--- src/rtl/wdt_pkg.sv ---
package wdt_pkg;
  localparam logic [7:0]  KEY_CTRL = 8'hA5;
  localparam logic [7:0]  KEY_CNT  = 8'h5A;
  localparam logic [7:0]  KEY_RCTL = 8'h5A;
  localparam logic [15:0] CLR_WORD = 16'hA500;

  localparam logic [2:0] OFS_CTRL = 3'd0;
  localparam logic [2:0] OFS_CNT  = 3'd2;
  localparam logic [2:0] OFS_RCTL = 3'd4;

  // Exponent of the power-of-two divider chosen by a prescaler code.
  function automatic int unsigned div_shift(int unsigned code, int unsigned max_code,
                                            int unsigned max_shift);
    return (code * max_shift) / max_code;
  endfunction
endpackage

--- src/rtl/wdt_regfile.sv ---
module wdt_regfile import wdt_pkg::*; #(
  parameter int CKS_W = 3
) (
  input  logic             clk,
  input  logic             rst_n,
  input  logic [2:0]       bus_addr,
  input  logic [15:0]      bus_wdata,
  input  logic             bus_we,
  input  logic             bus_re,
  input  logic [7:0]       count,
  input  logic             ovf_event,
  output logic             wt,
  output logic             tme,
  output logic [CKS_W-1:0] cks,
  output logic             rste,
  output logic             load,
  output logic [7:0]       load_val,
  output logic             ovf_flag,
  output logic             clr_ok,
  output logic [15:0]      bus_rdata
);
  logic wr_ctrl, wr_rctl, clr_req, rd_flag, seen_q;

  assign wr_ctrl  = bus_we && bus_addr == OFS_CTRL && bus_wdata[15:8] == KEY_CTRL;
  assign load     = bus_we && bus_addr == OFS_CNT  && bus_wdata[15:8] == KEY_CNT;
  assign wr_rctl  = bus_we && bus_addr == OFS_RCTL && bus_wdata[15:8] == KEY_RCTL;
  assign clr_req  = bus_we && bus_addr == OFS_RCTL && bus_wdata == CLR_WORD;
  assign clr_ok   = clr_req && seen_q && ovf_flag;
  assign rd_flag  = bus_re && bus_addr == OFS_RCTL && ovf_flag;
  assign load_val = bus_wdata[7:0];

  always_ff @(posedge clk or negedge rst_n) begin
    if (!rst_n) begin
      wt   <= 1'b0;
      tme  <= 1'b0;
      cks  <= '0;
      rste <= 1'b0;
    end else begin
      if (wr_ctrl) begin
        wt  <= bus_wdata[6];
        tme <= bus_wdata[5];
        cks <= bus_wdata[CKS_W-1:0];
      end
      if (wr_rctl) rste <= bus_wdata[6];
    end
  end

  // Flag and its read-arming bit; a fresh overflow outranks a clear.
  always_ff @(posedge clk or negedge rst_n) begin
    if (!rst_n) begin
      ovf_flag <= 1'b0;
      seen_q   <= 1'b0;
    end else if (ovf_event) begin
      ovf_flag <= 1'b1;
      seen_q   <= 1'b0;
    end else if (clr_ok) begin
      ovf_flag <= 1'b0;
      seen_q   <= 1'b0;
    end else if (rd_flag) begin
      seen_q   <= 1'b1;
    end
  end

  always_comb begin
    bus_rdata = '0;
    if (bus_re) begin
      case (bus_addr)
        OFS_CTRL: begin
          bus_rdata[6]         = wt;
          bus_rdata[5]         = tme;
          bus_rdata[CKS_W-1:0] = cks;
        end
        OFS_CNT:  bus_rdata[7:0] = count;
        OFS_RCTL: begin
          bus_rdata[7] = ovf_flag;
          bus_rdata[6] = rste;
        end
        default:  bus_rdata = '0;
      endcase
    end
  end
endmodule

--- src/rtl/wdt_prescaler.sv ---
module wdt_prescaler import wdt_pkg::*; #(
  parameter int CKS_W     = 3,
  parameter int MAX_SHIFT = 14
) (
  input  logic             clk,
  input  logic             rst_n,
  input  logic             run,
  input  logic             restart,
  input  logic [CKS_W-1:0] cks,
  output logic             tick
);
  localparam int MAX_CODE = (1 << CKS_W) - 1;
  localparam int PRE_W    = MAX_SHIFT;

  logic [PRE_W-1:0] pre_q;
  logic [31:0]      shift, mask32;
  logic [PRE_W-1:0] mask;

  assign shift  = div_shift(32'(cks), MAX_CODE, MAX_SHIFT);
  assign mask32 = (32'd1 << shift) - 32'd1;
  assign mask   = mask32[PRE_W-1:0];
  assign tick   = run && ((pre_q & mask) == mask);

  always_ff @(posedge clk or negedge rst_n) begin
    if (!rst_n)       pre_q <= '0;
    else if (restart) pre_q <= '0;
    else if (run)     pre_q <= pre_q + 1'b1;
  end
endmodule

--- src/rtl/wdt_counter.sv ---
module wdt_counter (
  input  logic       clk,
  input  logic       rst_n,
  input  logic       load,
  input  logic [7:0] load_val,
  input  logic       tick,
  output logic [7:0] count,
  output logic       ovf_event
);
  assign ovf_event = tick && !load && count == 8'hFF;

  always_ff @(posedge clk or negedge rst_n) begin
    if (!rst_n)    count <= '0;
    else if (load) count <= load_val;
    else if (tick) count <= count + 8'd1;
  end
endmodule

--- src/rtl/wdt_pulse.sv ---
module wdt_pulse #(
  parameter int PULSE_LEN = 4
) (
  input  logic clk,
  input  logic rst_n,
  input  logic trigger,
  output logic pulse_o
);
  localparam int CW = $clog2(PULSE_LEN + 1);
  logic [CW-1:0] left_q;

  assign pulse_o = left_q != '0;

  always_ff @(posedge clk or negedge rst_n) begin
    if (!rst_n)       left_q <= '0;
    else if (trigger) left_q <= CW'(PULSE_LEN);
    else if (pulse_o) left_q <= left_q - 1'b1;
  end
endmodule

--- src/rtl/wdt_keyed.sv ---
module wdt_keyed #(
  parameter int CKS_W     = 3,
  parameter int PULSE_LEN = 4
) (
  input  logic        clk,
  input  logic        rst_n,
  input  logic [2:0]  bus_addr,
  input  logic [15:0] bus_wdata,
  input  logic        bus_we,
  input  logic        bus_re,
  output logic [15:0] bus_rdata,
  output logic        wdt_reset_o
);
  localparam int MAX_SHIFT = (CKS_W >= 4) ? 22 : 14;

  logic             wt, tme, rste, load, ovf_flag, clr_ok, tick, ovf_event, rst_trig;
  logic [CKS_W-1:0] cks;
  logic [7:0]       count, load_val;

  assign rst_trig = ovf_event && wt && rste;

  wdt_regfile #(.CKS_W(CKS_W)) u_regs (
    .clk(clk), .rst_n(rst_n), .bus_addr(bus_addr), .bus_wdata(bus_wdata),
    .bus_we(bus_we), .bus_re(bus_re), .count(count), .ovf_event(ovf_event),
    .wt(wt), .tme(tme), .cks(cks), .rste(rste), .load(load), .load_val(load_val),
    .ovf_flag(ovf_flag), .clr_ok(clr_ok), .bus_rdata(bus_rdata)
  );

  wdt_prescaler #(.CKS_W(CKS_W), .MAX_SHIFT(MAX_SHIFT)) u_pre (
    .clk(clk), .rst_n(rst_n), .run(tme), .restart(load), .cks(cks), .tick(tick)
  );

  wdt_counter u_cnt (
    .clk(clk), .rst_n(rst_n), .load(load), .load_val(load_val), .tick(tick),
    .count(count), .ovf_event(ovf_event)
  );

  wdt_pulse #(.PULSE_LEN(PULSE_LEN)) u_pulse (
    .clk(clk), .rst_n(rst_n), .trigger(rst_trig), .pulse_o(wdt_reset_o)
  );
endmodule

--- config.mk ---
export PLATFORM = sky130hd
export DESIGN_NAME = wdt_keyed
export DESIGN_NICKNAME = d
export VERILOG_FILES = /design/src/rtl/wdt_pkg.sv /design/src/rtl/wdt_regfile.sv /design/src/rtl/wdt_prescaler.sv /design/src/rtl/wdt_counter.sv /design/src/rtl/wdt_pulse.sv /design/src/rtl/wdt_keyed.sv
export SDC_FILE = /design/constraint.sdc
export NUM_CORES = 1
export LEC_CHECK = 0
export ABC_AREA = 1
export CAP_MARGIN = 20
export CORE_MARGIN = 10
export CORE_UTILIZATION = 61
export DETAILED_ROUTE_END_ITERATION = 8
export GPL_TIMING_DRIVEN = 0
export PLACE_DENSITY = 0.95
export SLEW_MARGIN = 40
export SYNTH_ARGS = -nofsm -noshare
export SYNTH_HDL_FRONTEND = slang
export SYNTH_SLANG_ARGS = --single-unit
--- constraint.sdc ---
create_clock -name clk -period 9.6 [get_ports clk]
set_clock_uncertainty 0.2 [all_clocks]
set_input_delay 2.88 -clock clk [delete_from_list [all_inputs] [get_ports clk]]
set_output_delay 2.88 -clock clk [all_outputs]
set_load 0.02 [all_outputs]
==> results of run 1 <==
-- synth_stat cells --
master	n
a21oi_1	18
a21oi_2	1
buf_4	8
clkbuf_1	1
clkinv_1	2
clkinv_4	1
conb_1	1
dfrtp_1	33
fa_1	3
ha_1	14
inv_1	64
inv_2	7
inv_4	2
mux2_2	2
nand2_1	83
nand2_2	24
nand2_4	4
nand3_1	44
nand3_2	11
nand3_4	3
nand3b_4	1
nand4_1	11
nand4_4	2
nor2_1	43
nor2_2	5
nor2_4	5
nor3_1	10
nor3_2	1
nor3b_1	1
nor4_1	7
o21ai_0	10
o21ai_1	3
o21ai_2	1
o22ai_1	2
o31ai_1	1
or2_2	2
or4_1	1
xnor2_1	1
xor2_1	9
-- flip-flops by register name (all words and copies together) (netlist names) --
register	count
u_pre.pre_q	14
u_cnt.count	8
u_pulse.left_q	3
u_regs.cks	3
u_regs.ovf_flag	1
u_regs.rste	1
u_regs.seen_q	1
u_regs.tme	1
u_regs.wt	1
-- worst min-delay path by stage --
| stage | to | slack (ns) | cells past startpoint |
|---|---|---|---|
| 2_1_floorplan | u_regs.wt | 0.27 | 2 |
| 3_3_place_gp | u_cnt.count[3] | 0.30 | 2 |
| 3_5_place_dp | u_cnt.count[3] | 0.30 | 2 |
| 4_1_cts | u_cnt.count[3] | 0.32 | 2 |
| 5_1_grt | u_regs.wt | 0.37 | 2 |
| 6_report | u_pulse.left_q[2] | 0.33 | 2 |
-- through the flow --
step | instance area (µm²) | worst slack, ns | util (%) | cells
floorplan | 3150 | 2.62 | - | 449
global placement | 3550 | 1.57 | 70.4 | 550
detailed placement | 3580 | 1.53 | 71.0 | 551
CTS | 3670 | 1.49 | 72.7 | 559
global route | 3670 | 1.23 | 72.7 | 559
finish | 3670 | 1.47 | 72.7 | 559
-- critical path: cells and delay by family --
kind | cells | cell delay, ns
AOI/OAI and AO/OA | 1 | 0.21
and+or+nand+nor | 3 | 0.83
buffers and inverters | 3 | 1.14
-- cell families after synthesis --
kind of cell | after synthesis | synth area share, %
AOI/OAI and AO/OA | 36 | 6.16
DFF | 33 | 26.4
buffers and inverters | 85 | 11.5
and+or+nand+nor | 258 | 44.8
xor gates and xnor gates | 10 | 2.80
adders and majority gates | 17 | 7.52
muxes | 2 | 0.720
other | 1 | 0.120
-- per-layer routing --
| metal | track usage (%) | share of wire (%) | up-vias |
|---|---|---|---|
| li1 | - | - | 1503 |
| met1 | 19.9 | 40 | 1411 |
| met2 | 33.5 | 50 | 115 |
| met3 | 4.16 | 6.7 | 25 |
| met4 | 8.88 | 3.1 | 0 |
| met5 | 0 | 0 | - |
-- layout make-up --
| cell class | count | area [µm²] |
|---|---|---|
| Clock buffer | 5 | 68.8 |
| Buffer | 9 | 63.8 |
| Tap cell | 70 | 87.6 |
| Inverter | 76 | 295 |
| Fill cell | 403 | 1380 |
| Clock inverter | 3 | 17.5 |
| Multi-Input combinational cell | 331 | 1970 |
| Timing Repair Buffer | 32 | 333 |
| Sequential cell | 33 | 826 |
-- power groups by stage --
stage / sequential (µW) / clock (µW) / combinational [µW]
final: 148 / 104 / 49.8
after floorplan: 150 / 0 / 28.9
after global placement: 151 / 0 / 46.2
after CTS: 148 / 106 / 49.4
after detailed placement: 151 / 0 / 49.2
after global routing: 149 / 112 / 55.5
==> reports/results.ini, run 1 <==
[sta]
final_hold_viol_count = 0
worstMarginPinSlew_ns = 0.646
tns_ns = 0
fmax_mhz = 123
setup_viol = 0
whs_ns = 0.327
maxSlewViolCount = 0
period_minus_slack_ns = 8.13
finalCritPeriodShare_pct = 84.7
slew_headroom_pct = 56.8
rsz0062_at_grt = false

[power_and_ir_drop]
p_sw_uw = 87.8
finalPower_uw = 303
p_leak_uw = 0.00188
seqPwrFrac_pct = 49.0
ir_drop_uv = 90.2
p_per_area_nw_per_um2 = 82.6
combPwrFrac_pct = 16.5
p_clk_share_pct = 34.5
sw_frac_of_total_pct = 29.0
p_int_uw = 215

[global_routing]
grt_pass1_vias = 3038
grt_overflow_total = 0
grt_pass1_wl_um = 13300
grt_use_total_pct = 18.5
antenna_found_initial = 0
grt_max_degree = 23

[setup_path]
arrival_ns = 5.05
rr_startpoint = u_regs.cks[0]
startpoint_type = input port
worstPathRequired_ns = 6.52
rr_worst_depth = 32
crit_fanout = 9
crit_path_end_kind = output pin
critical_path.max_stage_delay_ns = 0.64
crit_start = bus_addr[0]
path_class = input port to output pin
reg2reg_slack_ns = 4.17
crit_chain = clkdlybuf4s50_1 > nor2_1 > nand2_1 > o22ai_1 > inv_1 > nor2_1 > clkdlybuf4s50_1
r2r-end = u_pulse.left_q[0]
cp_slowest_cell = clkdlybuf4s50_1
crit_end = bus_rdata[0]

[synthesis]
yosysWarnings = 0
synth_top_area_share_pct = 26.4
synth_seq_cells = 33
ys_seq_area_share_pct = 26.4
netlist_area_um2 = 3130
synth_cell_types = 39
yosys.area.top_type = dfrtp_1
yosys-top-cells-area = dfrtp_1, nand2_1, inv_1
post_synth.cell_area_avg_um2 = 7.08
synth_cells = 442

[routing]
vias = 3054
drtIter0Drc = 206
routed_via_density = 5.46
drtPass1Iterations = 5
ant_nets = 0
drc = 0
post_drt_wl_per_cell_um = 13.6
detail_route.wirelength_um = 7620

[placement]
place.gp.congestion = 0.966
dp_hpwl_um = 6260
io_buffers = 31

[die]
core_um2 = 5040
start_util_pct = 62.0
die_width_um = 91.6
die_h_um = 91.6
io_pins = 40
rows = 26
die-area_um2 = 8390

[clock_network]
cts_post_setup_buffers_inserted = 0
clkTransAtPathRegs_ns = 0.07
cts_buffers = 5
cts_max_level = 2
tritoncts = yes
postCtsHoldBufs = 0
clockBufferDepth = 2
cts.sinks = 33
cts.repair.resized = 0
insertion_delay_ns = 0.29
root_buffer = clkbuf_8

[finish]
area_growth_pct = 17.2
drive_gt1_share_pct = 18.6
final_cell_mix = nand2_1, inv_1, nand3_1, nor2_1, dfrtp_1
antenna_cells = 0
nNetsFinal = 528
final_common_cell = nand2_1

[hold_path]
min_from = u_pulse.left_q[2]
hold_class = flop to flop

[job]
maxCapViolCount = 0

[status]
outcome = finished, final reports clean

Note: power is estimated with default switching activity, not from simulation.
==> run 2, diff against run 1 <==
--- a/config.mk
+++ b/config.mk
@@ -8,10 +8,10 @@
 export ABC_AREA = 1
 export CAP_MARGIN = 20
 export CORE_MARGIN = 10
-export CORE_UTILIZATION = 61
+export CORE_UTILIZATION = 57
 export DETAILED_ROUTE_END_ITERATION = 8
 export GPL_TIMING_DRIVEN = 0
-export PLACE_DENSITY = 0.95
+export PLACE_DENSITY = 0.9
 export SLEW_MARGIN = 40
 export SYNTH_ARGS = -nofsm -noshare
 export SYNTH_HDL_FRONTEND = slang
==> constraint.sdc (replaced) <==
create_clock -name clk -period 8 [get_ports clk]
set_clock_uncertainty 0.2 [all_clocks]
set_input_delay 2.4 -clock clk [delete_from_list [all_inputs] [get_ports clk]]
set_output_delay 2.4 -clock clk [all_outputs]
set_load 0.02 [all_outputs]
==> run 2 against run 1 <==
Count of clock-buffer cells in the layout unchanged. Via count down 0.33%. First-iteration DRC count up 15%. Register-to-register slack worse by 1.6 ns. Critical path depth unchanged. Sequential power up 20%. Utilization down 1.4 points. Critical endpoint is now bus_rdata[5].
==> reports/results.ini, run 2 (same netlist as run 1, synthesis figures left out) <==
[placement]
placed_cells = 551
place.gp.congestion = 0.956
io_buffers = 31
dp_hpwl_um = 6230

[setup_path]
path_class = input port to output pin
arrival_ns = 4.58
crit_end = bus_rdata[5]
rr_worst_depth = 34
startpoint_type = input port
crit_start = bus_addr[0]
worstPathRequired_ns = 5.40
crit_fanout = 9
reg2reg_slack_ns = 2.53
r2r-end = u_cnt.count[7]
crit_path_end_kind = output pin
rr_startpoint = u_regs.cks[0]

[die]
die_width_um = 94.1
die_h_um = 94.1
rows = 26
die-area_um2 = 8850
core_um2 = 5200
start_util_pct = 60.1
io_pins = 40

[finish]
final_cell_mix = nand2_1, inv_1, nand3_1, nor2_1, dfrtp_1
largest_reg_flops = 14
area_growth_pct = 18.7
antenna_cells = 0
regMostFlops = u_pre.pre_q
drive_gt1_share_pct = 18.6
final_common_cell = nand2_1
stdcell_count = 559
nNetsFinal = 528
largest_registers = u_pre.pre_q x14, u_cnt.count x8

[power_and_ir_drop]
p_per_area_nw_per_um2 = 116
ir_drop_uv = 105
finalPower_uw = 429
p_leak_uw = 0.00190

[global_routing]
grt_max_degree = 22
use_met2_pct = 33.1
grt_overflow_total = 0
grt_pass1_wl_um = 13600
grt_use_total_pct = 18.6
grt_pass1_vias = 3036
antenna_found_initial = 0
grt_busiest_layer = met2
met1_usage_pct = 20.6
globalRouteMet3Util_pct = 4.48

[clock_network]
cts_post_setup_buffers_inserted = 0
root_buffer = clkbuf_8
insertion_delay_ns = 0.29
clkTransAtPathRegs_ns = 0.07
tritoncts = yes
cts_max_level = 2
cts.sinks = 33
cts_buffers = 5
clockBufferDepth = 2
postCtsHoldBufs = 0
cts.repair.resized = 0

[routing]
drtPass1Iterations = 5
post_drt_wl_per_cell_um = 14.3
drtIter0Drc = 237
ant_nets = 0
detail_route.wirelength_um = 8010
drc = 0
vias = 3044
routed_via_density = 5.45

[sta]
slew_headroom_pct = 52.6
setup_viol = 0
finalCritPeriodShare_pct = 89.7
period_minus_slack_ns = 7.18
worstMarginPinSlew_ns = 0.707
final_hold_viol_count = 0
maxSlewViolCount = 0
tns_ns = 0
rsz0062_at_grt = false
fmax_mhz = 139

[job]
maxCapViolCount = 0

[status]
outcome = finished, final reports clean

[hold_path]
hold_class = flop to flop

-- run 2: cell count changes in the layout (fill, tap and decap cells not counted), sizes merged --
| cell | before | now |
|---|---|---|
| bufinv | 0 | 2 |
| clkinv | 5 | 4 |
| clkinvlp | 1 | 0 |
-- run 2: through the flow --
| stage | cell area (µm²) | util (%) | hold WS (ns) | worst slack [ns] |
|---|---|---|---|---|
| final | 3710 | 71.3 | 0.350 | 0.822 |
| after global routing | 3710 | 71.3 | 0.384 | 0.658 |
| after CTS | 3710 | 71.3 | 0.352 | 0.866 |
| after detailed placement | 3580 | 68.8 | 0.307 | 0.890 |
| after global placement | 3550 | 68.2 | 0.300 | 0.921 |
| after floorplan | 3150 | - | 0.275 | 1.98 |
-- run 2: worst max-delay path, stage by stage --
cell and delay (ns):
clkdlybuf4s50_1 0.42, nor2_1 0.44, nand2_1 0.33, o22ai_1 0.21, inv_1 0.07, nor2_1 0.09
clkdlybuf4s50_1 0.61
-- run 2: layer usage --
| metal | vias to the layer above | share of wire [%] |
|---|---|---|
| li1 | 1509 | - |
| met1 | 1408 | 41 |
| met2 | 106 | 50 |
| met3 | 21 | 6.0 |
| met4 | 0 | 2.6 |
| met5 | - | 0 |
-- run 2: layout make-up --
type	count	area, µm²
sequential	33	826
tap	70	87.6
multi-input combinational	331	1970
timing repair buffer	32	333
fill	421	1490
inverter	76	295
clock buffer	5	68.8
clock inverter	3	65.1
buffer	9	63.8
-- run 2: worst min-delay path by stage --
stage	startpoint	end	slack, ns	cells after the start
5_1_grt	u_cnt.count[3]	u_cnt.count[3]	0.38	2
2_1_floorplan	u_regs.wt	u_regs.wt	0.27	2
6_report	u_cnt.count[7]	u_cnt.count[7]	0.35	2
3_5_place_dp	u_cnt.count[7]	u_cnt.count[7]	0.31	2
3_3_place_gp	u_cnt.count[7]	u_cnt.count[7]	0.30	2
4_1_cts	u_cnt.count[3]	u_cnt.count[3]	0.35	2
-- run 2: where the power goes --
part           internal, µW  switching [µW]  total (µW)  leakage (µW)
Clock                   124            66.9         191     0.0000681
Combinational          25.7            35.1        60.8       0.00141
Sequential              172            5.84         178      0.000420
Total                   322             108         429       0.00190
